**config.mk**
```make
export PLATFORM = sky130hd
export DESIGN_NAME = rpath_delay_probe
export DESIGN_NICKNAME = d
export VERILOG_FILES = /design/src/rtl/rpd_pkg.sv /design/src/rtl/rpd_stage.sv /design/src/rtl/rpd_launch.sv /design/src/rtl/rpd_detect.sv /design/src/rtl/rpath_delay_probe.sv
export SDC_FILE = /design/constraint.sdc
export NUM_CORES = 1
export LEC_CHECK = 0
export BUFFER_PORTS_ARGS = -buffer_cell sky130_fd_sc_hd__buf_2
export CORE_AREA = 2 2 39 41
export DETAILED_ROUTE_END_ITERATION = 16
export DIE_AREA = 0 0 41 43
export GPL_TIMING_DRIVEN = 0
export PLACE_DENSITY = 0.31
export SYNTH_ARGS = -nofsm -noshare
export SYNTH_HDL_FRONTEND = slang
export SYNTH_SLANG_ARGS = --single-unit
```
**constraint.sdc**
```tcl
create_clock -name clk -period 0.9 [get_ports clk]
set_input_delay 0.135 -clock clk [delete_from_list [all_inputs] [get_ports clk]]
set_output_delay 0.135 -clock clk [all_outputs]
set_load 0.05 [all_outputs]
```
**src/rtl/rpd_pkg.sv**
```systemverilog
package rpd_pkg;

    // Per-cycle comparison record carried through the detect stage.
    typedef struct packed {
        logic captured;
        logic expected;
        logic armed;
    } rpd_cmp_t;

    // Net inversion of a chain of XOR stages whose side inputs are tied to side_lvl.
    function automatic logic chain_flip(input int unsigned stages, input logic side_lvl);
        logic f;
        f = 1'b0;
        for (int unsigned i = 0; i < stages; i++) f = f ^ side_lvl;
        return f;
    endfunction

endpackage

```
**src/rtl/rpd_stage.sv**
```systemverilog
module rpd_stage #(
    parameter logic SIDE_LEVEL  = 1'b1,
    parameter logic FORCE_LEVEL = 1'b0
) (
    input  logic on_path,
    input  logic force_hold,
    output logic stage_out
);
    // XOR with a steady side input: every on-path change reaches the output.
    always_comb begin
        if (force_hold) stage_out = FORCE_LEVEL;
        else            stage_out = on_path ^ SIDE_LEVEL;
    end
endmodule

```
**src/rtl/rpd_launch.sv**
```systemverilog
module rpd_launch (
    input  logic clk,
    input  logic rst,
    input  logic edge_en,
    output logic launch_q
);
    always_ff @(posedge clk) begin
        if (rst)          launch_q <= 1'b0;
        else if (edge_en) launch_q <= ~launch_q;
    end

    p_toggle_r2: assert property (@(posedge clk) disable iff (rst)
        edge_en |=> (launch_q != $past(launch_q)));

    p_idle_hold_r6: assert property (@(posedge clk) disable iff (rst)
        !edge_en |=> $stable(launch_q));
endmodule

```
**src/rtl/rpd_detect.sv**
```systemverilog
module rpd_detect #(
    parameter logic EXP_FLIP = 1'b0
) (
    input  logic clk,
    input  logic rst,
    input  logic edge_en,
    input  logic err_clr,
    input  logic launch_q,
    input  logic path_end,
    output logic err_q
);
    import rpd_pkg::*;

    rpd_cmp_t cmp_q;
    logic     mismatch;

    // Capture one period after launch; expected value tracks the launch one cycle behind.
    always_ff @(posedge clk) begin
        if (rst) begin
            cmp_q <= '0;
        end else begin
            cmp_q.captured <= path_end;
            cmp_q.expected <= launch_q ^ EXP_FLIP;
            cmp_q.armed    <= edge_en;
        end
    end

    // XNOR-style compare: low when equal.
    assign mismatch = cmp_q.armed & ~(cmp_q.captured ~^ cmp_q.expected);

    always_ff @(posedge clk) begin
        if (rst || err_clr || !edge_en) err_q <= 1'b0;
        else if (mismatch)              err_q <= 1'b1;
    end

    p_clear_wins_r5: assert property (@(posedge clk) disable iff (rst)
        err_clr |=> !err_q);

    p_idle_clear_r6: assert property (@(posedge clk) disable iff (rst)
        !edge_en |=> !err_q);

    p_sticky_r4: assert property (@(posedge clk) disable iff (rst)
        (err_q && edge_en && !err_clr) |=> err_q);
endmodule

```
**src/rtl/rpath_delay_probe.sv**
```systemverilog
module rpath_delay_probe #(
    parameter int unsigned STAGES      = 4,
    parameter logic        SIDE_LEVEL  = 1'b1,
    parameter logic        FORCE_LEVEL = 1'b0
) (
    input  logic              clk,
    input  logic              rst,
    input  logic              edge_en,
    input  logic [STAGES-1:0] stage_force,
    input  logic              err_clr,
    output logic              err_out
);
    import rpd_pkg::*;

    localparam logic EXP_FLIP = chain_flip(STAGES, SIDE_LEVEL);

    logic              launch_q;
    logic [STAGES:0]   node;

    rpd_launch u_launch (
        .clk      (clk),
        .rst      (rst),
        .edge_en  (edge_en),
        .launch_q (launch_q)
    );

    assign node[0] = launch_q;

    for (genvar g = 0; g < STAGES; g++) begin : g_stage
        rpd_stage #(
            .SIDE_LEVEL  (SIDE_LEVEL),
            .FORCE_LEVEL (FORCE_LEVEL)
        ) u_stage (
            .on_path    (node[g]),
            .force_hold (stage_force[g]),
            .stage_out  (node[g+1])
        );
    end

    rpd_detect #(
        .EXP_FLIP (EXP_FLIP)
    ) u_detect (
        .clk      (clk),
        .rst      (rst),
        .edge_en  (edge_en),
        .err_clr  (err_clr),
        .launch_q (launch_q),
        .path_end (node[STAGES]),
        .err_q    (err_out)
    );

    p_reset_r1: assert property (@(posedge clk)
        rst |=> !err_out);
endmodule

```
Word level (Yosys, flattened, before mapping)
Cells that the tools add are included.

storage, ports and cells
  register bits = 5
  word-level logic and storage cells = 19
  output and inout bits = 1
  bits of input ports = 8

operators by class
  muxes and demuxes = 3
  bitwise gates (word level) = 7
  reduce and logical (&&, ||, !) cells = 4

operator list
  operator          count
  $not 1->1         5
  $mux 1            3
  $logic_or 1x1->1  2
  $reduce_or 2->1   1
  $and 1x1->1       1
  $logic_not 1->1   1
  $xnor 1x1->1      1

Logic depth before layout (Yosys ltp)
  depth in word-level cells = 7
  depth in mapped cells = 2
  mapped depth without buffers = 2

Cells and area by module
Synthesis repeated with hierarchy kept, for this count alone.

second synthesis, totals
  cell total of the unflattened synthesis = 18
  area total of the unflattened synthesis = 178.9 um^2

by module, submodules not included
  module      area each (um^2)  sequential area each (um^2)  instances  cells an instance
  rpd_detect  131.4             80.1                         1          11
  rpd_launch  32.5              20.0                         1          3
  rpd_stage   3.8               0.0                          4          1

Worst setup path after synthesis
No wires, ideal clock.

  path kind = reg2reg
  from = reg, netlist name u_detect.err_q
  to = reg u_detect.err_q
  cell stages (with the launch flop) = 3
  arrival time = 0.949 ns
  clock period less this slack = 1.010 ns
  setup time = 0.061 ns
  path buffers = 0
  path slack = -0.110 ns
  required time = 0.839 ns
  cells stage by stage = dfxtp_1 > or2_1 > o2111a_1

RTL lines
  what                  line              text
  to (signal assigned)  rpd_detect.sv:32  if (rst || err_clr || !edge_en) err_q <= 1'b0;
  to (signal assigned)  rpd_detect.sv:33  else if (mismatch) err_q <= 1'b1;
  to (decl)             rpd_detect.sv:10  output logic err_q

Worst setup path after layout
  from = reg u_detect.err_q
  to = out err_out

RTL lines
  what       line                     text
  to (decl)  rpath_delay_probe.sv:11  output logic err_out

No word-level cell between the ends.

==> results by group <==
Floorplanning
  • Die footprint: 1760 um2
  • Die Width: between 40 and 50 um
  • Core area: roughly 1400 um2
  • Site Rows: 14
  • Initial Util: between 10% and 20%
  • Top Ports: 9
  • Die Ht: 43 um

Clock tree
  • Htree depth: 1
  • Root Buffer: clkbuf_4
  • Clk_lat worst skew: ~0.24 ns
  • Num Clock Sinks: 5
  • Num CTS Buffers: 3
  • Clock Path Buffers: 2
  • CTS tree: built
  • CTS clk-pin slew, worst paths: ~0.04 ns

Detailed routing
  • DRT iter0 DRCs: 0
  • DR DRC count: 0
  • Routed wire per std cell: between 6 and 7 um
  • Initial DRT Pass Iterations: 1
  • Post-route ant nets: 0
  • Vias per std cell: ~3.4
  • Vias: about 150
  • Routed WL: around 300 um

Yosys
  • Compound-cell area share of the yosys netlist: roughly 17%
  • Seq cells post-synth: 5
  • Area contributors post-synth: dfxtp_1 (53%), nor2b_4 (7.3%), a211oi_2 (6.6%), o2111a_1 (6.0%), and2b_2 (4.6%)
  • Synth Area in XOR/XNOR: a little under a tenth
  • Post-Synthesis Cells: 16
  • Syn nets: 24
  • Avg Cell Area, Syn: 11.8 um2
  • Simple-gate share of the synthesized area: around 17%
  • Main combinational cell family by area after synthesis: simple AND/OR/NAND/NOR gates
  • Syn Std Cell Area: approximately 190 um2
  • Synth area leader: dfxtp_1
  • Multiplexer area fraction after synthesis: 0%
  • Synth cell types: 11
  • Adder-cell area share of the yosys netlist: 0%
  • Number of synthesized flops with an enable pin: 0
  • Synth Flop Type: dfxtp_1
  • Sequential share of the synthesized area: a little over half
  • Top post-synthesis cells by count: dfxtp_1 (5), inv_1 (2)
  • Synth warn: 0
  • Top cell type's share of synthesized area: between 50% and 60%
  • Top-count cell post-synth: dfxtp_1
  • FFs w/ async S/R, synth: 0%

Setup path
  • Kind of cell adding the most delay to the critical path: flip-flops
  • Worst Path Required: about 0.76 ns
  • CP Depth: 1
  • Crit path kind: flip-flop to output pin
  • Critical Path Sink Type: output pin
  • Critical path buffers and inverters: 1
  • Startpoint class of the critical path: flip-flop
  • Crit path from: u_detect.err_q
  • Flop2flop setup slack: ~0.11 ns
  • Worst r2r src: u_detect.err_q
  • Worst setup endpoint: err_out
  • Slowest library cell on the worst path: dfxtp_2
  • CP cell instances: buf_8
  • CP Data Arrival Time: 0.72 ns
  • Worst reg2reg path depth: 2
  • Worst stage delay on the critical path: about 0.34 ns
  • R2r endpoint: u_detect.err_q
  • CP max FO: 3

Job
  • Max-cap violation count: 0

Timing
  • Tightest Pin Transition: ~0.15 ns
  • RSZ-0062 raised after global routing: yes
  • Max Fclk: approximately 1.2 GHz
  • Setup-failing EPs final: 0
  • Fin crit period: 0.860 ns
  • Fin crit share: roughly 96%
  • Final slew viol count: 0
  • Rel. slew slack: approximately nine tenths
  • Final hold vios: 0
  • Clock Skews: approximately 0.0021 ns
  • TNS Setup: 0 ns
  • PnR worst setup slack: between 0.04 and 0.05 ns

Power and ir drop
  • Pleak: between 0.1 and 0.15 nW
  • PD cells: 1920 nW/um2
  • Sequential power share: 44.0%
  • Clk pwr share: a little under half
  • Logic pwr share: roughly 9.0%
  • Sw Share: 21.3%
  • Max VDD drop: between 700 and 800 uV
  • NetSw: about 0.00012 W
  • P_int: between 0.0004 and 0.0005 W

GRT
  • Gr ovfl total: 0
  • GRT Total Usage: around 6.5%
  • Initial antenna violation count: 0
  • Largest net degree at the start of global routing: 5
  • First-pass GRT wire length: roughly 610 um
  • Number of global-route vias before repair: roughly 160

Finish
  • Nets: 37
  • Share of cells above drive strength 1: between 50% and 60%
  • Final instance area: about 290 um2
  • Layout Cells excl Fill: between 40 and 50
  • N_diodes: 0
  • Utilization after layout: 20.7%
  • Fill cells: 147
  • Area growth syn-to-layout: 51.7%

Worst hold path
  • Hold_sp: stage_force[3]
  • Worst Hold Class: input pin to flip-flop

Placement
  • # placed instances: 40
  • Gpl congestion: between 0.6 and 0.7
  • Post-place setup slack: 0.124 ns
  • Port-buffer cells: 8
  • Cell Area, Placed: around 250 um2

Run status
  • Outcome: finished clean
-- worst min path at each step --
stage / endpoint / slack, ns / cells past startpoint
after floorplan: u_detect.cmp_q[2] / 0.20 / 1
after global placement: u_detect.cmp_q[2] / 0.31 / 2
after detailed placement: u_detect.cmp_q[2] / 0.31 / 2
after CTS: u_detect.cmp_q[2] / 0.05 / 2
after global routing: u_detect.cmp_q[2] / 0.04 / 2
final: u_detect.cmp_q[2] / 0.06 / 2
-- registers in the layout, summed over array words and instances (netlist names) --
register           flops
u_detect.cmp_q         3
u_detect.err_q         1
u_launch.launch_q      1
-- cells in the final DEF, fill, tap and decap left out, types with 2 or more instances in the layout --
cell and count:
buf_2 7, clkbuf_4 3, dfxtp_1 4, inv_1 2
-- per-layer routing --
| metal | up-vias | wire [um] | global-route usage (%) |
|---|---|---|---|
| li1 | 77 | - | - |
| met1 | 61 | 145 | 5.50 |
| met2 | 9 | 113 | 6.56 |
| met3 | 2 | 32 | 6.28 |
| met4 | 0 | 8 | 10.0 |
| met5 | - | 0 | 0 |
-- stage by stage --
stage | hold slack, ns | total power, W
2_1_floorplan | 0.200 | 0.000272
3_3_place_gp | 0.307 | 0.000295
3_5_place_dp | 0.315 | 0.000296
4_1_cts | 0.0482 | 0.000572
5_1_grt | 0.0426 | 0.000607
6_report | 0.0610 | 0.000550
-- cells by family after synthesis --
family / count (synthesis)
XOR/XNOR: 2
AO/OA/AOI/OAI: 3
flip-flops: 5
AND/OR/NAND/NOR: 4
buffers and inverters: 2
-- power by group through the flow --
stage | sequential [W] | combinational [W] | clock, W
floorplan | 0.000246 | 0.0000265 | 0
global route | 0.000243 | 0.0000565 | 0.000308
finish | 0.000242 | 0.0000497 | 0.000258
global placement | 0.000246 | 0.0000488 | 0
CTS | 0.000242 | 0.0000504 | 0.000279
detailed placement | 0.000246 | 0.0000495 | 0
-- cell type report --
cell class,count,area [um2],share of cell area [%]
Multi-Input combinational cell,9,81.3,28.4
Timing Repair Buffer,8,50.0,17.5
Sequential cell,5,101,35.4
Clock buffer,4,26.3,9.17
Inverter,2,7.51,2.62
Tap cell,16,20.0,6.99
-- repair_timing --
item                       4_1_cts  5_1_grt
hold buffers                     0        0
setup endpoints to repair        1        1
gates resized for setup          2        1
setup buffers                    0        0
Note: power is estimated with default switching activity, not from simulation.
